<file path="config.mk">
export PLATFORM = sky130hd
export DESIGN_NAME = spi_chain_slave
export DESIGN_NICKNAME = d
export VERILOG_FILES = /design/src/rtl/spi_chain_pkg.sv /design/src/rtl/spi_in_sync.sv /design/src/rtl/spi_bit_engine.sv /design/src/rtl/spi_hold_buf.sv /design/src/rtl/spi_chain_slave.sv
export SDC_FILE = /design/constraint.sdc
export NUM_CORES = 1
export LEC_CHECK = 0
export ABC_AREA = 1
export CAP_MARGIN = 20
export CORE_MARGIN = 4
export CORE_UTILIZATION = 59
export DETAILED_ROUTE_END_ITERATION = 6
export PLACE_DENSITY = 0.79
export SYNTH_ARGS = -nofsm -noshare
export SYNTH_HDL_FRONTEND = slang
export SYNTH_SLANG_ARGS = --single-unit
</file>
<file path="constraint.sdc">
create_clock -name clk -period 2.53 [get_ports clk]
set_input_delay 0.506 -clock clk [delete_from_list [all_inputs] [get_ports clk]]
set_output_delay 0.506 -clock clk [all_outputs]
set_load 0.1 [all_outputs]
</file>
<file path="src/rtl/spi_chain_pkg.sv">
// Shared constants and types for the daisy-chain SPI slave.
package spi_chain_pkg;
    localparam int BYTE_W = 8;
    localparam int CNT_W  = $clog2(BYTE_W);
    typedef logic [BYTE_W-1:0] byte_t;
endpackage

</file>
<file path="src/rtl/spi_in_sync.sv">
// Multi-stage synchroniser for a bundle of asynchronous single-bit inputs.
// Assumes each bit is independent; reset loads RST_VAL into every stage.
module spi_in_sync #(
    parameter int W = 3,
    parameter int STAGES = 2,
    parameter logic [W-1:0] RST_VAL = '0
) (
    input  logic         clk,
    input  logic         rst_n,
    input  logic [W-1:0] d,
    output logic [W-1:0] q
);
    logic [STAGES-1:0][W-1:0] stg;

    // Shift the inputs through the synchroniser chain.
    always_ff @(posedge clk) begin
        if (!rst_n) begin
            stg <= {STAGES{RST_VAL}};
        end else begin
            stg[0] <= d;
            for (int i = 1; i < STAGES; i++) begin
                stg[i] <= stg[i-1];
            end
        end
    end

    assign q = stg[STAGES-1];
endmodule

</file>
<file path="src/rtl/spi_bit_engine.sv">
// Serial bit engine: detects sample and shift edges on the synchronised clock
// for the configured polarity/phase, assembles bytes MSB first and shifts out
// the byte of the previous group. Assumes synchronised inputs, and serial
// clock half periods of at least two system clocks.
module spi_bit_engine
    import spi_chain_pkg::*;
(
    input  logic  clk,
    input  logic  rst_n,
    input  logic  cpol,
    input  logic  cpha,
    input  logic  sclk_s,
    input  logic  mosi_s,
    input  logic  seln_s,
    output logic  miso_bit,
    output logic  byte_done,
    output byte_t byte_val,
    output logic  frame_start,
    output logic  frame_end,
    output logic  frame_ok
);
    logic             sclk_d, seln_d;
    logic [CNT_W-1:0] bit_cnt;
    byte_t            rx_sr, tx_sr, tx_next;
    logic             rise, fall, lead, trail, samp, shft, active, last_bit;

    assign rise        = sclk_s & ~sclk_d;
    assign fall        = ~sclk_s & sclk_d;
    assign lead        = cpol ? fall : rise;
    assign trail       = cpol ? rise : fall;
    assign samp        = cpha ? trail : lead;
    assign shft        = cpha ? lead : trail;
    assign frame_start = seln_d & ~seln_s;
    assign frame_end   = seln_s & ~seln_d;
    assign active      = ~seln_s & ~frame_start;
    assign last_bit    = bit_cnt == CNT_W'(BYTE_W - 1);
    assign frame_ok    = bit_cnt == '0;

    // Delay the synchronised clock and select for edge detection.
    always_ff @(posedge clk) begin
        if (!rst_n) begin
            sclk_d <= 1'b0;
            seln_d <= 1'b1;
        end else begin
            sclk_d <= sclk_s;
            seln_d <= seln_s;
        end
    end

    // Receive and transmit shifting, cleared when a frame begins.
    always_ff @(posedge clk) begin
        if (!rst_n || frame_start) begin
            bit_cnt <= '0;
            rx_sr   <= '0;
            tx_sr   <= '0;
            tx_next <= '0;
        end else if (active) begin
            if (samp) begin
                rx_sr   <= byte_val;
                bit_cnt <= bit_cnt + CNT_W'(1);
                if (last_bit) begin
                    tx_next <= byte_val;
                end
            end
            if (shft) begin
                if (bit_cnt == '0) begin
                    tx_sr <= tx_next;
                end else begin
                    tx_sr <= {tx_sr[BYTE_W-2:0], 1'b0};
                end
            end
        end
    end

    assign byte_val  = {rx_sr[BYTE_W-2:0], mosi_s};
    assign byte_done = active & samp & last_bit;
    assign miso_bit  = tx_sr[BYTE_W-1];
endmodule

</file>
<file path="src/rtl/spi_hold_buf.sv">
// Frame buffer: stores up to DEPTH bytes of the current frame and, on a
// release request, emits them in order with one strobe per clock.
// Assumes no new frame starts while a release is in progress.
module spi_hold_buf
    import spi_chain_pkg::*;
#(
    parameter int DEPTH = 4
) (
    input  logic  clk,
    input  logic  rst_n,
    input  logic  wr_en,
    input  byte_t wr_data,
    input  logic  clear,
    input  logic  release_req,
    output byte_t rx_byte,
    output logic  rx_strobe
);
    localparam int PW = $clog2(DEPTH + 1);
    localparam int IW = (DEPTH > 1) ? $clog2(DEPTH) : 1;

    byte_t         mem [DEPTH];
    logic [PW-1:0] wr_cnt, rd_idx;
    logic          rel_on, room;

    assign room = wr_cnt < PW'(DEPTH);

    // Write accepted bytes into the buffer.
    always_ff @(posedge clk) begin
        if (wr_en && room) begin
            mem[wr_cnt[IW-1:0]] <= wr_data;
        end
    end

    // Track fill level and run the release burst.
    always_ff @(posedge clk) begin
        if (!rst_n) begin
            wr_cnt    <= '0;
            rd_idx    <= '0;
            rel_on    <= 1'b0;
            rx_strobe <= 1'b0;
            rx_byte   <= '0;
        end else begin
            rx_strobe <= 1'b0;
            if (clear) begin
                wr_cnt <= '0;
            end else if (wr_en && room) begin
                wr_cnt <= wr_cnt + PW'(1);
            end
            if (release_req) begin
                rel_on <= wr_cnt != '0;
                rd_idx <= '0;
            end else if (rel_on) begin
                rx_strobe <= 1'b1;
                rx_byte   <= mem[rd_idx[IW-1:0]];
                rd_idx    <= rd_idx + PW'(1);
                if (rd_idx + PW'(1) == wr_cnt) begin
                    rel_on <= 1'b0;
                end
            end
        end
    end
endmodule

</file>
<file path="src/rtl/spi_chain_slave.sv">
// Daisy-chain SPI slave front end in the system clock domain. Synchronises
// the serial inputs, runs the bit engine and releases the bytes of a frame
// only when the frame length is a whole number of bytes.
// Assumes the serial clock is at most a quarter of the system clock rate.
module spi_chain_slave
    import spi_chain_pkg::*;
#(
    parameter int DEPTH = 4,
    parameter int SYNC_STAGES = 2
) (
    input  logic              clk,
    input  logic              rst_n,
    input  logic              cfg_cpol,
    input  logic              cfg_cpha,
    input  logic              sclk_in,
    input  logic              mosi_in,
    input  logic              sel_n_in,
    output logic              miso_out,
    output logic              miso_oe,
    output logic [BYTE_W-1:0] rx_byte,
    output logic              rx_strobe
);
    logic  sclk_s, mosi_s, seln_s;
    logic  byte_done, frame_start, frame_end, frame_ok;
    byte_t byte_val;

    spi_in_sync #(
        .W(3),
        .STAGES(SYNC_STAGES),
        .RST_VAL(3'b001)
    ) u_sync (
        .clk   (clk),
        .rst_n (rst_n),
        .d     ({sclk_in, mosi_in, sel_n_in}),
        .q     ({sclk_s, mosi_s, seln_s})
    );

    spi_bit_engine u_engine (
        .clk         (clk),
        .rst_n       (rst_n),
        .cpol        (cfg_cpol),
        .cpha        (cfg_cpha),
        .sclk_s      (sclk_s),
        .mosi_s      (mosi_s),
        .seln_s      (seln_s),
        .miso_bit    (miso_out),
        .byte_done   (byte_done),
        .byte_val    (byte_val),
        .frame_start (frame_start),
        .frame_end   (frame_end),
        .frame_ok    (frame_ok)
    );

    spi_hold_buf #(
        .DEPTH(DEPTH)
    ) u_buf (
        .clk         (clk),
        .rst_n       (rst_n),
        .wr_en       (byte_done),
        .wr_data     (byte_val),
        .clear       (frame_start),
        .release_req (frame_end & frame_ok),
        .rx_byte     (rx_byte),
        .rx_strobe   (rx_strobe)
    );

    assign miso_oe = ~seln_s;
endmodule

</file>
=== Word-level counts from Yosys, hierarchy flattened ===
Memory sizes are Yosys's and may differ from the RTL's. A register that Yosys moved wholly into a read port is not among the register bits.
Index checks and enable logic that the tools add are counted.

* Memories kept: 1
* Input bits: 7
* Bits in registers: 42
* Memory bits (writable): 32
* Word-level logic and storage cells: 57
* Output and inout port bits: 11

* $lt $le $gt $ge: 1
* Reduce and logical (&&, ||, !) cells: 12
* Eq/ne operators: 2
* Bitwise operators: 15
* Muxes and demuxes: 11
* Add/sub/neg operators: 3

{| class="wikitable"
|+ Memories
! name !! words !! width !! read ports !! clocked after memory_dff !! write ports !! line !! text
|-
| u_buf.mem || 4 || 8 || 1 || 1 || 1 || spi_hold_buf.sv:21 || <nowiki>byte_t mem [DEPTH];</nowiki>
|}

{| class="wikitable"
|+ Operators with widths
! kind !! number
|-
| 2-to-1 mux 1 bit || 10
|-
| adder 3 x 1 -> 3 bit (second input constant) || 3
|-
| bitwise AND 1 bit || 8
|-
| 2-to-1 mux 8 bit || 1
|-
| NOT 1 bit || 7
|-
| AND reduction 2 bit || 3
|-
| OR reduction 2 bit || 2
|-
| equality test 3 bit || 1
|-
| equality test 3 bit (second input constant) || 1
|-
| logical NOT 3 bit || 1
|-
| less-than comparator 3 bit (second input constant) || 1
|-
| AND reduction 3 bit || 1
|-
| nonzero test 3 bit || 1
|-
| logical NOT 1 bit || 2
|-
| logical AND 1 bit || 1
|-
| logical OR 1 bit || 1
|}

=== Logic depth before layout (Yosys ltp) ===
Gate-level depths: netlist of run 1.

* Depth in word-level cells: 9
* Mapped depth: 9
* Depth with buffers taken out: 9

=== By module ===
From an unflattened synthesis of run 1, not the netlist that was laid out.

* Cell total of the unflattened synthesis: 435
* Area, all modules: 3722.3 um2

{| class="wikitable"
|+ By module, submodules not included
! module !! cells each !! area each (um2) !! instances !! seq. area each (um2)
|-
| spi_hold_buf || 217 || 2052.0 || 1 || 1281.2
|-
| spi_bit_engine || 194 || 1471.4 || 1 || 560.5
|-
| spi_in_sync || 21 || 187.7 || 1 || 120.1
|-
| spi_chain_slave || 3 || 11.3 || 1 || 0.0
|}

=== Worst setup path before layout of run 1 ===
No wires, ideal clock.

* Kind: register to register
* Start point: register u_engine.bit_cnt[0]
* End point: memory u_buf.mem[1][0] in the netlist's numbering (enable)
* Data required time: 2.159 ns
* Setup time: 0.371 ns
* Data arrival time: 1.420 ns
* Stages on the path, launching flop included: 7
* Setup slack: 0.740 ns
* Period minus slack after synthesis: 1.790 ns
* Buffers on the path: 0
* Cell sequence: dfxtp_1 > ha_1 > ha_1 > inv_1 > nor2_2 > nand4_2 > nor2_1

* Longest elaborated chain between the ends: 5

{| class="wikitable"
|+ RTL lines
! item !! line !! text
|-
| from (decl) || spi_bit_engine.sv:23 || <nowiki>logic [CNT_W-1:0] bit_cnt;</nowiki>
|-
| from (signal assigned) || spi_bit_engine.sv:60 || <nowiki>bit_cnt <= bit_cnt + CNT_W'(1);</nowiki>
|-
| equality test 3 bit || spi_bit_engine.sv:36 || <nowiki>assign last_bit = bit_cnt == CNT_W'(BYTE_W - 1);</nowiki>
|-
| bitwise AND 1 bit || spi_bit_engine.sv:76 || <nowiki>assign byte_done = active & samp & last_bit;</nowiki>
|-
| logical AND 1 bit || spi_hold_buf.sv:29 || <nowiki>if (wr_en && room) begin</nowiki>
|-
| 2-to-1 mux 1 bit || spi_hold_buf.sv:29 ||
|-
| 2-to-1 mux 1 bit (implied by the code) || spi_hold_buf.sv:30 || <nowiki>mem[wr_cnt[IW-1:0]] <= wr_data;</nowiki>
|-
| to (decl) || spi_hold_buf.sv:21 ||
|}

No other way between the ends.

=== Final worst setup path of run 1 ===
* Start point: input port cfg_cpol
* End point: memory u_buf.mem[3][2] in the netlist's numbering (enable)

* Longest elaborated chain between the ends: 7
* Elaborated cells between the ends (all ways): 8
* Classes of those cells: mux: 5; bitwise: 2; reduce/logical: 1

{| class="wikitable"
|+ RTL lines
! item !! line !! text
|-
| from (decl) || spi_chain_slave.sv:13 || <nowiki>input logic cfg_cpol,</nowiki>
|-
| 2-to-1 mux 1 bit (on tied branches) || spi_bit_engine.sv:29, spi_bit_engine.sv:30 ||
|-
| 2-to-1 mux 1 bit * || spi_bit_engine.sv:31 || <nowiki>assign samp = cpha ? trail : lead;</nowiki>
|-
| bitwise AND 1 bit * (2 in series) || spi_bit_engine.sv:76 ||
|-
| logical AND 1 bit * || spi_hold_buf.sv:29 ||
|-
| 2-to-1 mux 1 bit * || spi_hold_buf.sv:29 ||
|-
| 2-to-1 mux 1 bit (implied by the code) * || spi_hold_buf.sv:30 ||
|}

Every way passes the cells marked *; elsewhere a longest branch is shown, timed or not.

==> impl_results.md, run 1 <==
- Status: finished, final reports clean
- Root Buffer: clkbuf_8
- ANT nets after route: 0
- Hold slack: 414.8 ps
- Initial Utilization: 61.03%
- Peak VDD IR: 0.0006241 V
- Die Y: 83.47 um
- Slew headroom: 60.47%
- Port Buf Inserts: 17
- Mux cell area share after synthesis: 0%
- Post-synthesis compound-gate area fraction: 10.76%
- Hold path cells: 1
- Slew at the pin with the worst max-slew slack: 592.2 ps
- Vias in the first global route: 2268
- Sequential share of the synthesized area: 58.38%
- Synth async-reset ratio: 0%
- N_diodes: 0
- Placed wire-length estimate: 4413 um
- Clk_skew: 11.12 ps
- Nets@finish: 403
- Pre-CTS WS: 347.3 ps
- # Max-Cap Violations: 0
- Tmin final: 1811 ps
- CTS H-Tree Depth: 3
- Power per Cell Area: 629.6 nW/um^2
- GR Util met3: 6.614%
- Initial antenna violation count: 0
- Crit path from: cfg_cpol
- GP Congestion: 0.7856
- Setup slack after layout: 719.1 ps
- Grt ovf: 0
- Reg2reg start: u_engine.bit_cnt[1]$_SDFFE_PP0P_
- Yosys top cell by area: dfxtp_1
- TritonCTS Buffers: 9
- Fmax: 0.5522 GHz
- Worst min path class: register to register
- RSZ-0062 raised after global routing: no
- Clk pin slew, worst setup/hold paths: 80 ps
- Syn-to-layout area delta: 12.36%
- R2R setup slack: 770 ps
- Final-report hold violation count: 0
- GRT busiest layer: met2
- Syn Inst Count: 364
- Critical Path RT: 2580 ps
- Tcrit/Tclk final: 71.58%
- Hold endpoint: u_sync.q[0]$_SDFF_PN1_
- WL per Instance: 14.15 um
- Core Util, Final: 68.58%
- Met2 Resource Use GR: 32.22%
- CTS sink count: 82
- Yosys cell types: 28
- CTS tree: built
- Ratio of cells with drive above 1 in the final layout: 13.99%
- CP endpoint kind: register
- CP Class: primary input to register
- Critical Path AT: 1870 ps
- Post-Synth XOR/XNOR Area: 0.5212%
- Clock Tree Buf Depth: 2
- Iteration-0 DRC Markers: 152
- Setup TNS: 0 ps
- Yosys warns: 0
- Final WL: 6582 um
- Drt via density: 5.305
- Post-Syn Nets: 379
- FP Rows: 27
- Final setup fails: 0
- DRC Markers: 0
- Gr usage total: 20.48%
- Cell Area, Synth: 3361 um^2
- Hold Crit Start: u_sync.stg[0]$_SDFF_PN1_
- Met1 GRT Util: 25.75%
- EDFF count, synth: 32
- Global-route wire length before repair: 11160 um
- Syn_area_per_cell: 9.233 um^2
- Yosys top cell area share: 29.78%
- Clk_lat worst skew: 350 ps
- Top_reg_cell synth: dfxtp_1
- R2r worst-path depth: 7
- Worst Setup Start Kind: primary input
- Adder-Cell Fraction of Synth Area: 2.978%
- Tot Pwr: 2.377 mW
- Post-CTS setup buffer count: 0
- Hold buffers post-CTS: 0
- Largest family of logic cells by synthesized area: simple AND/OR/NAND/NOR gates
- R2R Path End: u_buf.mem[3][2]$_DFFE_PP_
- Largest net degree at the start of global routing: 21
- # resized after CTS: 0
- Dominant cells by area after synthesis: dfxtp_1 30%, edfxtp_1 29%, nand2_1 7.4%
- DIE AREA: 6967 um^2
- #FFs+latches synth: 82
- First-pass detailed-route iteration total: 5
- CP max FO: 8
- Max Slew Vio Count: 0
- Core area: 5507 um^2
- Synth Area in Simple Gates: 20.89%
- # IOs: 18
- Lkg Pwr: 1.483 nW
- Total vias in the final route: 2467
- Die width: 83.47 um
-- flip-flops by register name (all words and copies together), names as in the netlist, 7 cells and up --
name,cells
u_buf.mem,32
u_engine.rx_sr,7
u_engine.tx_sr,8
u_engine.tx_next,8
u_buf.rx_byte,8
-- cell families after synthesis --
logic type	Yosys count
AOI/OAI and AO/OA	68
xor gates and xnor gates	2
adders and majority gates	8
buffers and inverters	50
DFF	82
and+or+nand+nor	154
-- metrics by stage --
stage | std cells | instance area, um^2
after CTS | 465 | 3776
after floorplan | 364 | 3361
after global placement | 449 | 3572
after detailed placement | 449 | 3572
after global routing | 465 | 3776
final | 465 | 3776
-- power by group --
group | switching (mW) | leakage (nW) | total (mW) | internal, mW
Clock | 0.445 | 0.104 | 0.948 | 0.504
Combinational | 0.0397 | 0.714 | 0.0590 | 0.0193
Sequential | 0.00453 | 0.664 | 1.37 | 1.37
-- layout by cell type (no fill, tap or decap), types with 2 or more instances in the layout --
cell / netlist / layout
a21oi_1: 22 / 22
buf_4: 1 / 16
clkbuf_1: 1 / 3
clkbuf_16: 0 / 2
clkbuf_8: 0 / 10
clkdlybuf4s50_1: 0 / 6
dfxtp_1: 50 / 50
edfxtp_1: 32 / 32
ha_1: 8 / 8
inv_1: 33 / 33
inv_2: 7 / 7
nand2_1: 66 / 66
nand2_2: 2 / 2
nand3_1: 5 / 5
nand3_2: 6 / 6
nand4_1: 8 / 8
nor2_1: 58 / 58
nor2_2: 2 / 2
o21ai_0: 37 / 37
o22ai_1: 8 / 8
or2_2: 3 / 3
-- synth_stat cells (2+ instances only) --
cell	number
inv_2	7
inv_1	33
nor2_2	2
nor2_1	58
buf_6	2
dfxtp_1	50
ha_1	8
o21ai_0	37
o22ai_1	8
edfxtp_1	32
or2_2	3
nand3_2	6
nand3_1	5
nand2_2	2
nand2_1	66
a21oi_1	22
nand4_1	8
buf_2	5
-- worst max-delay path by stage --
stage | to | slack [ps] | depth (start not counted)
after detailed placement | u_buf.mem[1][4]$_DFFE_PP_ | 350 | 7
after floorplan | u_buf.mem[1][0]$_DFFE_PP_ | 740 | 6
after CTS | u_buf.mem[1][2]$_DFFE_PP_ | 730 | 7
after global routing | u_buf.rx_byte[6]$_SDFFE_PN0P_ | 550 | 5
after global placement | u_buf.mem[3][0]$_DFFE_PP_ | 380 | 6
final | u_buf.mem[3][2]$_DFFE_PP_ | 720 | 7
-- cell type report --
type	instances	area, um^2
multi-input combinational	232	1181
clock inverter	1	5.005
timing repair buffer	22	180.2
sequential	82	1962
tap	72	90.09
fill	441	1730
clock buffer	15	198.9
inverter	41	158.9
-- routing by layer --
metal,vias to the layer above,share of wire (%)
li1,1249,-
met4,0,3.1
met2,69,48
met1,1132,44
met3,17,5.5
met5,-,0
-- critical path, stage by stage --
cell	delay [ps]
clkdlybuf4s50_1	440
inv_1	80
nand3_1	120
nand3_2	140
nand4_2	220
nor2_1	160
buf_4	180
(Power assumes the default switching activity.)
==> inputs of run 2 (changes only) <==
Settings changed: CORE_UTILIZATION 59 to 53, PLACE_DENSITY 0.79 to 0.75.
Clock period 2.53 ns to 1.6 ns, I/O delays scaled along.
==> run 2 against run 1 <==
Compared with the run above:
- clock skew is 1.6 ps lower
- critical path depth is 3 higher
- final area is 10% higher
- via count is 3.0% higher
- utilization is 0.38 points higher
- combinational power is 100% higher
- worst hold slack better by 1.7 ps
- largest cell class unchanged
==> impl_results.md, run 2 (synthesis results as in run 1) <==
- Most frequent cells in the layout: 66 x nand2_1, 49 x nor2_1, 48 x dfxtp_1 (was 66 x nand2_1, 58 x nor2_1, 50 x dfxtp_1)
- First-pass detailed-route iteration total: 4 (was 5)
- Peak VDD IR: 0.0006925 V (was 0.0006241 V)
- Global-route wire length before repair: 11030 um (was 11160 um)
- Port Buf Inserts: 17 (unchanged)
- Storage element area: 1964 um^2 (was 1962 um^2)
- Setup TNS: 0 ps (unchanged)
- Power per Cell Area: 906.2 nW/um^2 (was 629.6 nW/um^2)
- Die width: 87.63 um (was 83.47 um)
- # Max-Cap Violations: 0 (unchanged)
- DRC Markers: 0 (unchanged)
- Core area: 6026 um^2 (was 5507 um^2)
- Tot Pwr: 3.766 mW (was 2.377 mW)
- Nets@finish: 420 (was 403)
- CP endpoint: u_buf.rx_byte[6]$_SDFFE_PN0P_ (was u_buf.mem[3][2]$_DFFE_PP_)
- WL per Instance: 13.85 um (was 14.15 um)
- Psw: 801.4 uW (was 488.8 uW)
- Commonest non-fill, non-tap cell in the layout: nand2_1 (unchanged)
- Slew at the pin with the worst max-slew slack: 452.5 ps (was 592.2 ps)
- Critical Path AT: 1830 ps (was 1870 ps)
- Grt ovf: 0 (unchanged)
- Drt via density: 5.237 (was 5.305)
- Status: finished, final reports clean (unchanged)
- Tcrit/Tclk final: 99.60%
- R2R setup slack: 6 ps (was 770 ps)
- Ratio of cells with drive above 1 in the final layout: 21.95% (was 13.99%)
- Max reg flops: 32 (unchanged)
- Initial Utilization: 55.77% (was 61.03%)
- CP Class: register to register (was primary input to register)
- Iteration-0 DRC Markers: 137 (was 152)
- Logic pwr share: 3.1% (was 2.5%)
- Total vias in the final route: 2540 (was 2467)
- Worst min path class: register to register (unchanged)
- RSZ-0062 raised after global routing: yes (was no)
- Fmax: 0.6275 GHz
- Final-report hold violation count: 0 (unchanged)
- Final WL: 6718 um (was 6582 um)
- Initial antenna violation count: 0 (unchanged)
- Share of power burned in registers: 57.5% (was 57.6%)
- Lkg Pwr: 1.581 nW (was 1.483 nW)
- Clk_lat worst skew: 350 ps (about the same)
- TritonCTS Buffers: 9 (unchanged)
- N_diodes: 0 (unchanged)
- DIE AREA: 7679 um^2 (was 6967 um^2)
- R2R Path End: u_buf.rx_byte[6]$_SDFFE_PN0P_ (was u_buf.mem[3][2]$_DFFE_PP_)
- ANT nets after route: 0 (unchanged)
- CTS sink count: 82 (unchanged)
- GP Congestion: 0.8153 (was 0.7856)
- Clock Tree Buf Depth: 2 (unchanged)
- Hold buffers post-CTS: 0 (unchanged)
- Worst Setup Start Kind: register (was primary input)
- Final setup fails: 0 (unchanged)
- Die Y: 87.63 um (was 83.47 um)
- Tmin final: 1594 ps
- Crit path from: u_engine.bit_cnt[1]$_SDFFE_PP0P_ (was cfg_cpol)
- R2r worst-path depth: 10 (was 7)
- # IOs: 18 (unchanged)
- Root Buffer: clkbuf_8 (unchanged)
- Core Util, Final: 68.96% (was 68.58%)
- FP Rows: 28 (was 27)
- Syn-to-layout area delta: 23.64% (was 12.36%)
- Clock power share: 39.3% (was 39.9%)
- Vias in the first global route: 2384 (was 2268)
- Placed wire-length estimate: 4557 um (was 4413 um)
- Critical Path RT: 1840 ps (was 2580 ps)
- Slew headroom: 69.80% (was 60.47%)
- Internal Power: 2.964 mW (was 1.889 mW)
- CTS H-Tree Depth: 3 (unchanged)
- Reg2reg start: u_engine.bit_cnt[1]$_SDFFE_PP0P_ (unchanged)
- CTS tree: built (unchanged)
- Clk_skew: 9.508 ps (was 11.12 ps)
- Largest net degree at the start of global routing: 21 (unchanged)
- CP max FO: 5 (was 8)
- CP endpoint kind: register (unchanged)
- # fillers: 468 (was 441)
- Sw Share: 21.28% (was 20.56%)
- Max Slew Vio Count: 0 (unchanged)
- Multi-input gate area: 1290 um^2 (was 1181 um^2)
- Clk pin slew, worst setup/hold paths: 80 ps (about the same)
- Gr usage total: 18.84% (was 20.48%)
[run 2: changes by cell type in the layout (fill, tap and decap cells not counted), sizes merged]
cell	previous run	this run
clkbuf	15	11
bufinv	0	1
nor2	61	62
clkinvlp	0	3
clkinv	2	3
buf	16	31
[run 2: final cells by class]
type / count / area share [%]
clock buffers: 11 / 3.403
clock inverters: 5 / 1.295
inverters: 41 / 3.884
multi-input cells: 233 / 31.04
flip-flops and latches: 82 / 47.27
well taps: 75 / 2.258
repair buffers: 37 / 10.66
repair inverters: 1 / 0.1807
[run 2: per-layer routing]
metal	routed length [um]	GRT usage, %	up-vias	part of all wire, %
li1	-	-	1279	-
met1	2975	23.13	1191	44
met2	3383	31.99	58	50
met3	246	4.139	12	3.7
met4	111	7.950	0	1.7
met5	0	0	-	0
[run 2: worst min path at each step]
stage | start | end | slack [ps] | depth (start not counted)
3_3_place_gp | u_sync.stg[1]$_SDFF_PN0_ | u_sync.q[1]$_SDFF_PN0_ | 390 | 2
6_report | u_sync.stg[0]$_SDFF_PN1_ | u_sync.q[0]$_SDFF_PN1_ | 420 | 1
4_1_cts | u_sync.stg[0]$_SDFF_PN1_ | u_sync.q[0]$_SDFF_PN1_ | 420 | 1
3_5_place_dp | u_sync.stg[1]$_SDFF_PN0_ | u_sync.q[1]$_SDFF_PN0_ | 400 | 2
5_1_grt | u_sync.stg[0]$_SDFF_PN1_ | u_sync.q[0]$_SDFF_PN1_ | 440 | 1
2_1_floorplan | u_sync.stg[1]$_SDFF_PN0_ | u_sync.q[1]$_SDFF_PN0_ | 390 | 2
[run 2: power groups by stage]
stage | sequential, mW | clock (mW) | combinational (mW)
after floorplan | 2.21 | 0 | 0.0626
after global placement | 2.21 | 0 | 0.112
after detailed placement | 2.21 | 0 | 0.114
after CTS | 2.17 | 1.50 | 0.114
after global routing | 2.17 | 1.59 | 0.128
final | 2.17 | 1.48 | 0.118
[run 2: stage by stage]
step | std cells | hold WS (ps) | setup WS, ps | instance area (um^2)
final | 485 | 416.5 | 6.342 | 4155
after global routing | 485 | 437.1 | -83.67 | 4155
after CTS | 481 | 418.8 | -5.502 | 4065
after detailed placement | 463 | 399.4 | -294.6 | 3840
after global placement | 463 | 393.1 | -265.0 | 3840
after floorplan | 364 | 390.5 | 39.66 | 3405
[run 2: repair_timing]
| action | in CTS | in global routing |
|---|---|---|
| setup endpoints to repair | 32 | 50 |
| pin swaps | 2 | 13 |
| endpoints found under the hold margin | 0 | 0 |
| resized for setup | 4 | 18 |
| setup buffers | 2 | 3 |
| cloned | 0 | 2 |
[run 2: worst max-delay path, cell delays in order, from the launching register on]
cell and delay (ps):
dfxtp_2 360, buf_4 110, inv_1 50, ha_4 160, nand2_4 80, nor3_4 50
buf_12 140, nor2_4 210, clkinvlp_4 170, nor2_2 100, nor2_1 50
